[config.mk]
export PLATFORM = sky130hd
export DESIGN_NAME = credit_link
export DESIGN_NICKNAME = d
export VERILOG_FILES = /design/src/rtl/credit_link_pkg.sv /design/src/rtl/cl_delay_line.sv /design/src/rtl/cl_sender.sv /design/src/rtl/cl_rx_buffer.sv /design/src/rtl/credit_link.sv
export SDC_FILE = /design/constraint.sdc
export NUM_CORES = 1
export LEC_CHECK = 0
export BUFFER_PORTS_ARGS = -buffer_cell sky130_fd_sc_hd__buf_2
export CAP_MARGIN = 10
export CORE_MARGIN = 2
export CORE_UTILIZATION = 55
export CTS_CLUSTER_DIAMETER = 40
export DETAILED_ROUTE_END_ITERATION = 6
export PLACE_DENSITY = 0.85
export SYNTH_ARGS = -nofsm -noshare
export SYNTH_HDL_FRONTEND = slang
export SYNTH_SLANG_ARGS = --single-unit
[constraint.sdc]
create_clock -name clk -period 3.1 [get_ports clk]
set_input_delay 0.465 -clock clk [delete_from_list [all_inputs] [get_ports clk]]
set_output_delay 0.465 -clock clk [all_outputs]
set_load 0.1 [all_outputs]
[src/rtl/credit_link_pkg.sv]
`timescale 1ns/1ps
package credit_link_pkg;
  // Bits needed to hold any value from 0 to max_val inclusive.
  function automatic int unsigned cnt_width(input int unsigned max_val);
    return (max_val < 1) ? 1 : $clog2(max_val + 1);
  endfunction
endpackage

[src/rtl/cl_delay_line.sv]
`timescale 1ns/1ps
// Multi-cycle wire model: STAGES registers carrying a valid bit and a payload.
// STAGES == 0 degenerates to a plain connection.
module cl_delay_line #(
  parameter int W      = 8,
  parameter int STAGES = 2
) (
  input  logic                                   clk,
  input  logic                                   rst_n,
  input  logic                                   in_valid,
  input  logic [W-1:0]                           in_data,
  output logic                                   out_valid,
  output logic [W-1:0]                           out_data,
  output logic [((STAGES > 0) ? STAGES : 1)-1:0] stage_valid
);

  generate
    if (STAGES == 0) begin : g_wire
      assign out_valid   = in_valid;
      assign out_data    = in_data;
      assign stage_valid = '0;
    end else begin : g_regs
      logic [STAGES-1:0] vld_q;
      logic [STAGES-1:0] vld_d;
      logic [W-1:0]      dat_q [STAGES];
      logic [W-1:0]      dat_d [STAGES];

      always_comb begin
        vld_d[0] = in_valid;
        dat_d[0] = in_data;
        for (int i = 1; i < STAGES; i++) begin
          vld_d[i] = vld_q[i-1];
          dat_d[i] = dat_q[i-1];
        end
      end

      always_ff @(posedge clk or negedge rst_n) begin
        if (!rst_n) begin
          vld_q <= '0;
        end else begin
          vld_q <= vld_d;
        end
      end

      // Payload flops carry no reset; each loads only when its valid does.
      for (genvar s = 0; s < STAGES; s++) begin : g_dat
        always_ff @(posedge clk) begin
          if (vld_d[s]) begin
            dat_q[s] <= dat_d[s];
          end
        end
      end

      assign out_valid   = vld_q[STAGES-1];
      assign out_data    = dat_q[STAGES-1];
      assign stage_valid = vld_q;
    end
  endgenerate

endmodule

[src/rtl/cl_sender.sv]
`timescale 1ns/1ps
// Send-side control: credit counter gating the producer handshake.
module cl_sender #(
  parameter int DEPTH = 6,
  parameter int CW    = 3
) (
  input  logic          clk,
  input  logic          rst_n,
  input  logic          src_valid,
  output logic          src_ready,
  input  logic          credit_ret,
  output logic          launch,
  output logic [CW-1:0] credits
);

  logic [CW-1:0] credits_q;
  logic [CW-1:0] credits_d;
  logic          credits_en;

  assign src_ready = (credits_q != '0);
  assign launch    = src_valid & src_ready;
  assign credits   = credits_q;

  always_comb begin
    credits_en = launch ^ credit_ret;
    credits_d  = credits_q;
    if (launch && !credit_ret) begin
      credits_d = credits_q - 1'b1;
    end else if (credit_ret && !launch) begin
      credits_d = credits_q + 1'b1;
    end
  end

  always_ff @(posedge clk or negedge rst_n) begin
    if (!rst_n) begin
      credits_q <= CW'(DEPTH);
    end else if (credits_en) begin
      credits_q <= credits_d;
    end
  end


  credit_range_chk: assert property (@(posedge clk) disable iff (!rst_n)
    int'(credits_q) <= DEPTH)
    else $error("credit count above buffer depth");

endmodule

[src/rtl/cl_rx_buffer.sv]
`timescale 1ns/1ps
// Receive-side buffer: circular store of DEPTH words, one-credit-per-pop.
module cl_rx_buffer #(
  parameter int W     = 16,
  parameter int DEPTH = 6,
  parameter int CW    = 3,
  parameter int PW    = 3
) (
  input  logic          clk,
  input  logic          rst_n,
  input  logic          wr_valid,
  input  logic [W-1:0]  wr_data,
  output logic          dst_valid,
  input  logic          dst_ready,
  output logic [W-1:0]  dst_data,
  output logic          pop,
  output logic [CW-1:0] occupancy
);

  logic [W-1:0]  mem [DEPTH];
  logic [PW-1:0] wr_ptr_q, wr_ptr_d;
  logic [PW-1:0] rd_ptr_q, rd_ptr_d;
  logic [CW-1:0] count_q,  count_d;

  function automatic logic [PW-1:0] bump(input logic [PW-1:0] p);
    return (p == PW'(DEPTH - 1)) ? '0 : p + 1'b1;
  endfunction

  assign dst_valid = (count_q != '0);
  assign dst_data  = mem[rd_ptr_q];
  assign pop       = dst_valid & dst_ready;
  assign occupancy = count_q;

  always_comb begin
    wr_ptr_d = wr_valid ? bump(wr_ptr_q) : wr_ptr_q;
    rd_ptr_d = pop      ? bump(rd_ptr_q) : rd_ptr_q;
    count_d  = count_q;
    if (wr_valid && !pop) begin
      count_d = count_q + 1'b1;
    end else if (pop && !wr_valid) begin
      count_d = count_q - 1'b1;
    end
  end

  always_ff @(posedge clk or negedge rst_n) begin
    if (!rst_n) begin
      wr_ptr_q <= '0;
      rd_ptr_q <= '0;
      count_q  <= '0;
    end else begin
      if (wr_valid)         wr_ptr_q <= wr_ptr_d;
      if (pop)              rd_ptr_q <= rd_ptr_d;
      if (wr_valid ^ pop)   count_q  <= count_d;
    end
  end

  always_ff @(posedge clk) begin
    if (wr_valid) begin
      mem[wr_ptr_q] <= wr_data;
    end
  end


  no_overflow_chk: assert property (@(posedge clk) disable iff (!rst_n)
    wr_valid |-> (int'(count_q) < DEPTH))
    else $error("write into full receive buffer");


  hold_stable_chk: assert property (@(posedge clk) disable iff (!rst_n)
    (dst_valid && !dst_ready) |=> (dst_valid && $stable(dst_data)))
    else $error("offered word changed while waiting");

endmodule

[src/rtl/credit_link.sv]
`timescale 1ns/1ps
// Top: sender, forward data wire, receive buffer, reverse credit wire.
module credit_link
  import credit_link_pkg::*;
#(
  parameter int DATA_W = 16,
  parameter int LAT    = 3
) (
  input  logic              clk,
  input  logic              rst_n,
  input  logic              src_valid,
  output logic              src_ready,
  input  logic [DATA_W-1:0] src_data,
  output logic              dst_valid,
  input  logic              dst_ready,
  output logic [DATA_W-1:0] dst_data
);

  localparam int DEPTH = 2 * LAT;
  localparam int CW    = cnt_width(DEPTH);
  localparam int PW    = $clog2(DEPTH);
  localparam int HOPS  = LAT - 1;
  localparam int VW    = (HOPS > 0) ? HOPS : 1;

  logic              launch;
  logic [CW-1:0]     credits;
  logic              fwd_valid;
  logic [DATA_W-1:0] fwd_data;
  logic [VW-1:0]     fwd_stage_v;
  logic              pop;
  logic [CW-1:0]     occupancy;
  logic              crd_valid;
  logic [0:0]        crd_token;
  logic [VW-1:0]     crd_stage_v;
  logic              credit_ret;

  cl_sender #(.DEPTH(DEPTH), .CW(CW)) u_sender (
    .clk        (clk),
    .rst_n      (rst_n),
    .src_valid  (src_valid),
    .src_ready  (src_ready),
    .credit_ret (credit_ret),
    .launch     (launch),
    .credits    (credits)
  );

  cl_delay_line #(.W(DATA_W), .STAGES(HOPS)) u_fwd_wire (
    .clk         (clk),
    .rst_n       (rst_n),
    .in_valid    (launch),
    .in_data     (src_data),
    .out_valid   (fwd_valid),
    .out_data    (fwd_data),
    .stage_valid (fwd_stage_v)
  );

  cl_rx_buffer #(.W(DATA_W), .DEPTH(DEPTH), .CW(CW), .PW(PW)) u_rx_buf (
    .clk       (clk),
    .rst_n     (rst_n),
    .wr_valid  (fwd_valid),
    .wr_data   (fwd_data),
    .dst_valid (dst_valid),
    .dst_ready (dst_ready),
    .dst_data  (dst_data),
    .pop       (pop),
    .occupancy (occupancy)
  );

  // Reverse wire carries a one-bit token; a credit is a valid token of 1.
  cl_delay_line #(.W(1), .STAGES(HOPS)) u_crd_wire (
    .clk         (clk),
    .rst_n       (rst_n),
    .in_valid    (pop),
    .in_data     (1'b1),
    .out_valid   (crd_valid),
    .out_data    (crd_token),
    .stage_valid (crd_stage_v)
  );

  assign credit_ret = crd_valid & crd_token[0];

  // every slot is either a credit, a buffered word, a word in flight
  // or a credit in flight; nothing is created or lost along the loop.
  credit_conservation_chk: assert property (@(posedge clk) disable iff (!rst_n)
    (int'(credits) + int'(occupancy) + $countones(fwd_stage_v)
       + $countones(crd_stage_v)) == DEPTH)
    else $error("credit loop does not add up to buffer depth");

endmodule

==> results.toml <==
[die]
start_util = 0.567
dieArea_um2 = 10900
fp.dieW_um = 104
die_h_um = 104
rows = 36
core-area_um2 = 9770
io_pins = 38

[route]
drt-initial-drc-count = 156
drc = 0
firstDrtPassIters = 4
wl_per_cell_um = 20.2
drtAntennaViolNets = 0
route.vias.total = 2710
vias_per_cell = 5.60
wl_um = 9800

[global_routing]
grt_usage = 0.197
grt_max_degree = 25
antenna_found_initial = 0
grt_remaining_overflow = 0
grt_pass1_vias = 2969
grt_pass1_wl_um = 15600

[synthesis]
yosysWarnings = 0
synthAdderAreaFrac = 0.0117
synth_top_family_by_area = "multiplexers"
avgSynthCellArea_um2 = 19.5
synth.distinct_cells = 32
synth_seq_cells = 146
async_flop_share = 0.110
synthMuxAreaShare = 0.113
synth_fp_nets = 308
ys_seq_area_frac = 0.776
synth_xor_area_frac = 0.0126
synth_area_um2 = 5540
synth_compound_area_frac = 0.0316
synthCells = 284
ys.flop_type = "edfxtp_1"
synth_edf_count = 129
synthSimpleGateAreaFrac = 0.0350

[worst_setup_path]
crit_required_ps = 2630
crit_fanout = 16
cp_data_arrival_time_ps = 2470
path_class = "reg -> out"
slowest_stage = "dfrtp_2"
critPathLaunchType = "flop"
crit_path_cell_trace = "buf_4 > mux2_4 > a221o_1 > buf_12"
cpPeakStageDelay_ps = 670
end_kind = "primary output"

[cells_and_area]
diodes = 0
multi_input_area_um2 = 1150
fillers = 594
layout-drive-gt1-share = 0.336
seqCellArea_um2 = 4300
syn_to_final_growth_pct = 22.4
nets = 363

[cts]
clockBufferDepth = 2
numCtsBuffers = 17
cts_tree = "built"
clock_latency_ps = 510
clk_pin_slew_ps = 60
cts-root-buf = "clkbuf_8"
clock_sinks = 146
htreeDepth = 4

[sta]
finalCriticalPeriod_ps = 2940
slew-limit-headroom = 0.360
tightest_slew_ps = 957
timing.fmax_mhz = 340
post-route-period-util = 0.948
drv_slew = 0
fin_setup_tns_ps = 0
rsz0062_at_grt = "false"
setup-violations-final = 0
hold_viol = 0
fin_skew_ps = 6.52

[place]
dp_hpwl_um = 5720
port_buffers = 37
gp_congestion = 0.769

[hold_path]
hp-class = "in -> reg"

[run_status]
status = "finished, final reports clean"

[run]
drv_cap = 0
==> path summary, 6_finish.rpt <==
path                                           start                            end  slack, ps  cells after the start
max                             u_rx_buf.rd_ptr_q[0]                    dst_data[7]        160                      4
min                                      src_data[9]  u_fwd_wire.g_regs.dat_q[0][9]        130                      1
max reg2reg                      u_sender.credits[2]            u_sender.credits[2]        830                      9
min reg2reg                u_crd_wire.stage_valid[0]      u_crd_wire.stage_valid[1]        390                      0
max in group asynchronous                      rst_n            u_sender.credits[2]       2370                      2
min in group asynchronous                      rst_n            u_sender.credits[0]        420                      2
==> cell families (layout without fill, tap and decap cells) <==
kind of cell / after synthesis / count (layout)
adders and majority gates: 4 / 4
DFF: 146 / 146
muxes: 52 / 52
AOI/OAI and AO/OA: 18 / 18
buffers and inverters: 19 / 86
and+or+nand+nor: 37 / 37
xor gates and xnor gates: 8 / 8
==> cells in the mapped netlist, types with 3 or more instances <==
library cell | number | area [um^2]
clkbuf_1 | 3 | 11.3
nor2_1 | 4 | 15.0
buf_2 | 4 | 20.0
mux2_1 | 5 | 56.3
mux2_4 | 16 | 240
dfrtp_1 | 14 | 350
mux2i_1 | 17 | 170
buf_6 | 4 | 45.0
edfxtp_1 | 129 | 3870
xor2_1 | 6 | 52.6
nand2_1 | 5 | 18.8
mux2_2 | 14 | 158
nor3_1 | 18 | 90.1
a221o_1 | 16 | 160
inv_1 | 4 | 15.0
==> area by class of cell <==
class                      instances  area share
timing repair buffer              50      0.0794
clock buffer                      19      0.0622
multi-input combinational        119       0.170
tap                              133      0.0245
clock inverter                    12      0.0268
sequential                       146       0.634
inverter                           5     0.00277
==> sequential cells by signal, summed over array words and instances (netlist names) <==
register                 flops
u_crd_wire.g_regs.dat_q      2
u_sender.credits             3
u_fwd_wire.g_regs.dat_q     32
u_fwd_wire.stage_valid       2
u_rx_buf.occupancy           3
u_crd_wire.stage_valid       2
u_rx_buf.mem                96
u_rx_buf.rd_ptr_q            3
u_rx_buf.wr_ptr_q            3
==> layer usage <==
metal,routed length (um),track usage
met2,5430,0.340
met3,435,0.0589
met4,263,0.0994
met1,3670,0.220
met5,0,0
==> layout by cell type, fill, tap and decap left out, types with 4 or more instances in the layout <==
cell | netlist | layout
clkbuf_16 | 0 | 16
xor2_1 | 6 | 6
mux2_2 | 14 | 14
bufinv_16 | 0 | 4
clkinv_4 | 0 | 4
edfxtp_1 | 129 | 129
buf_12 | 0 | 17
dfrtp_1 | 14 | 13
buf_2 | 4 | 21
buf_4 | 2 | 11
mux2_1 | 5 | 5
nor3_1 | 18 | 16
inv_1 | 4 | 4
mux2i_1 | 17 | 17
nand2_1 | 5 | 5
nor2_1 | 4 | 4
mux2_4 | 16 | 16
a221o_1 | 16 | 16
==> worst max-delay path: cells and delay by family (launching register included) <==
family / cells / cell delay [ps]
flops: 1 / 670
buf+inv: 2 / 530
compound gates: 1 / 420
mux: 1 / 330
==> stage by stage <==
stage                     worst slack [ps]  utilization  instances  hold WS (ps)  area, um^2
after floorplan                        121            -        284           169        5540
after global placement                 781        0.631        452           367        6170
after detailed placement               749        0.631        452           378        6170
after CTS                              155        0.694        484           109        6780
after global routing                   110        0.694        484           101        6780
final                                  160        0.694        484           125        6780
==> repair_timing <==
item                      4_1_cts  5_1_grt
setup buffers                   0        0
hold buffers                    1        0
resized for setup               0        0
hold endpoints to repair       14        0
Power is left out: the tool's default activity adds up to more than one toggle a clock period on the data nets, which glitch-free logic cannot reach.
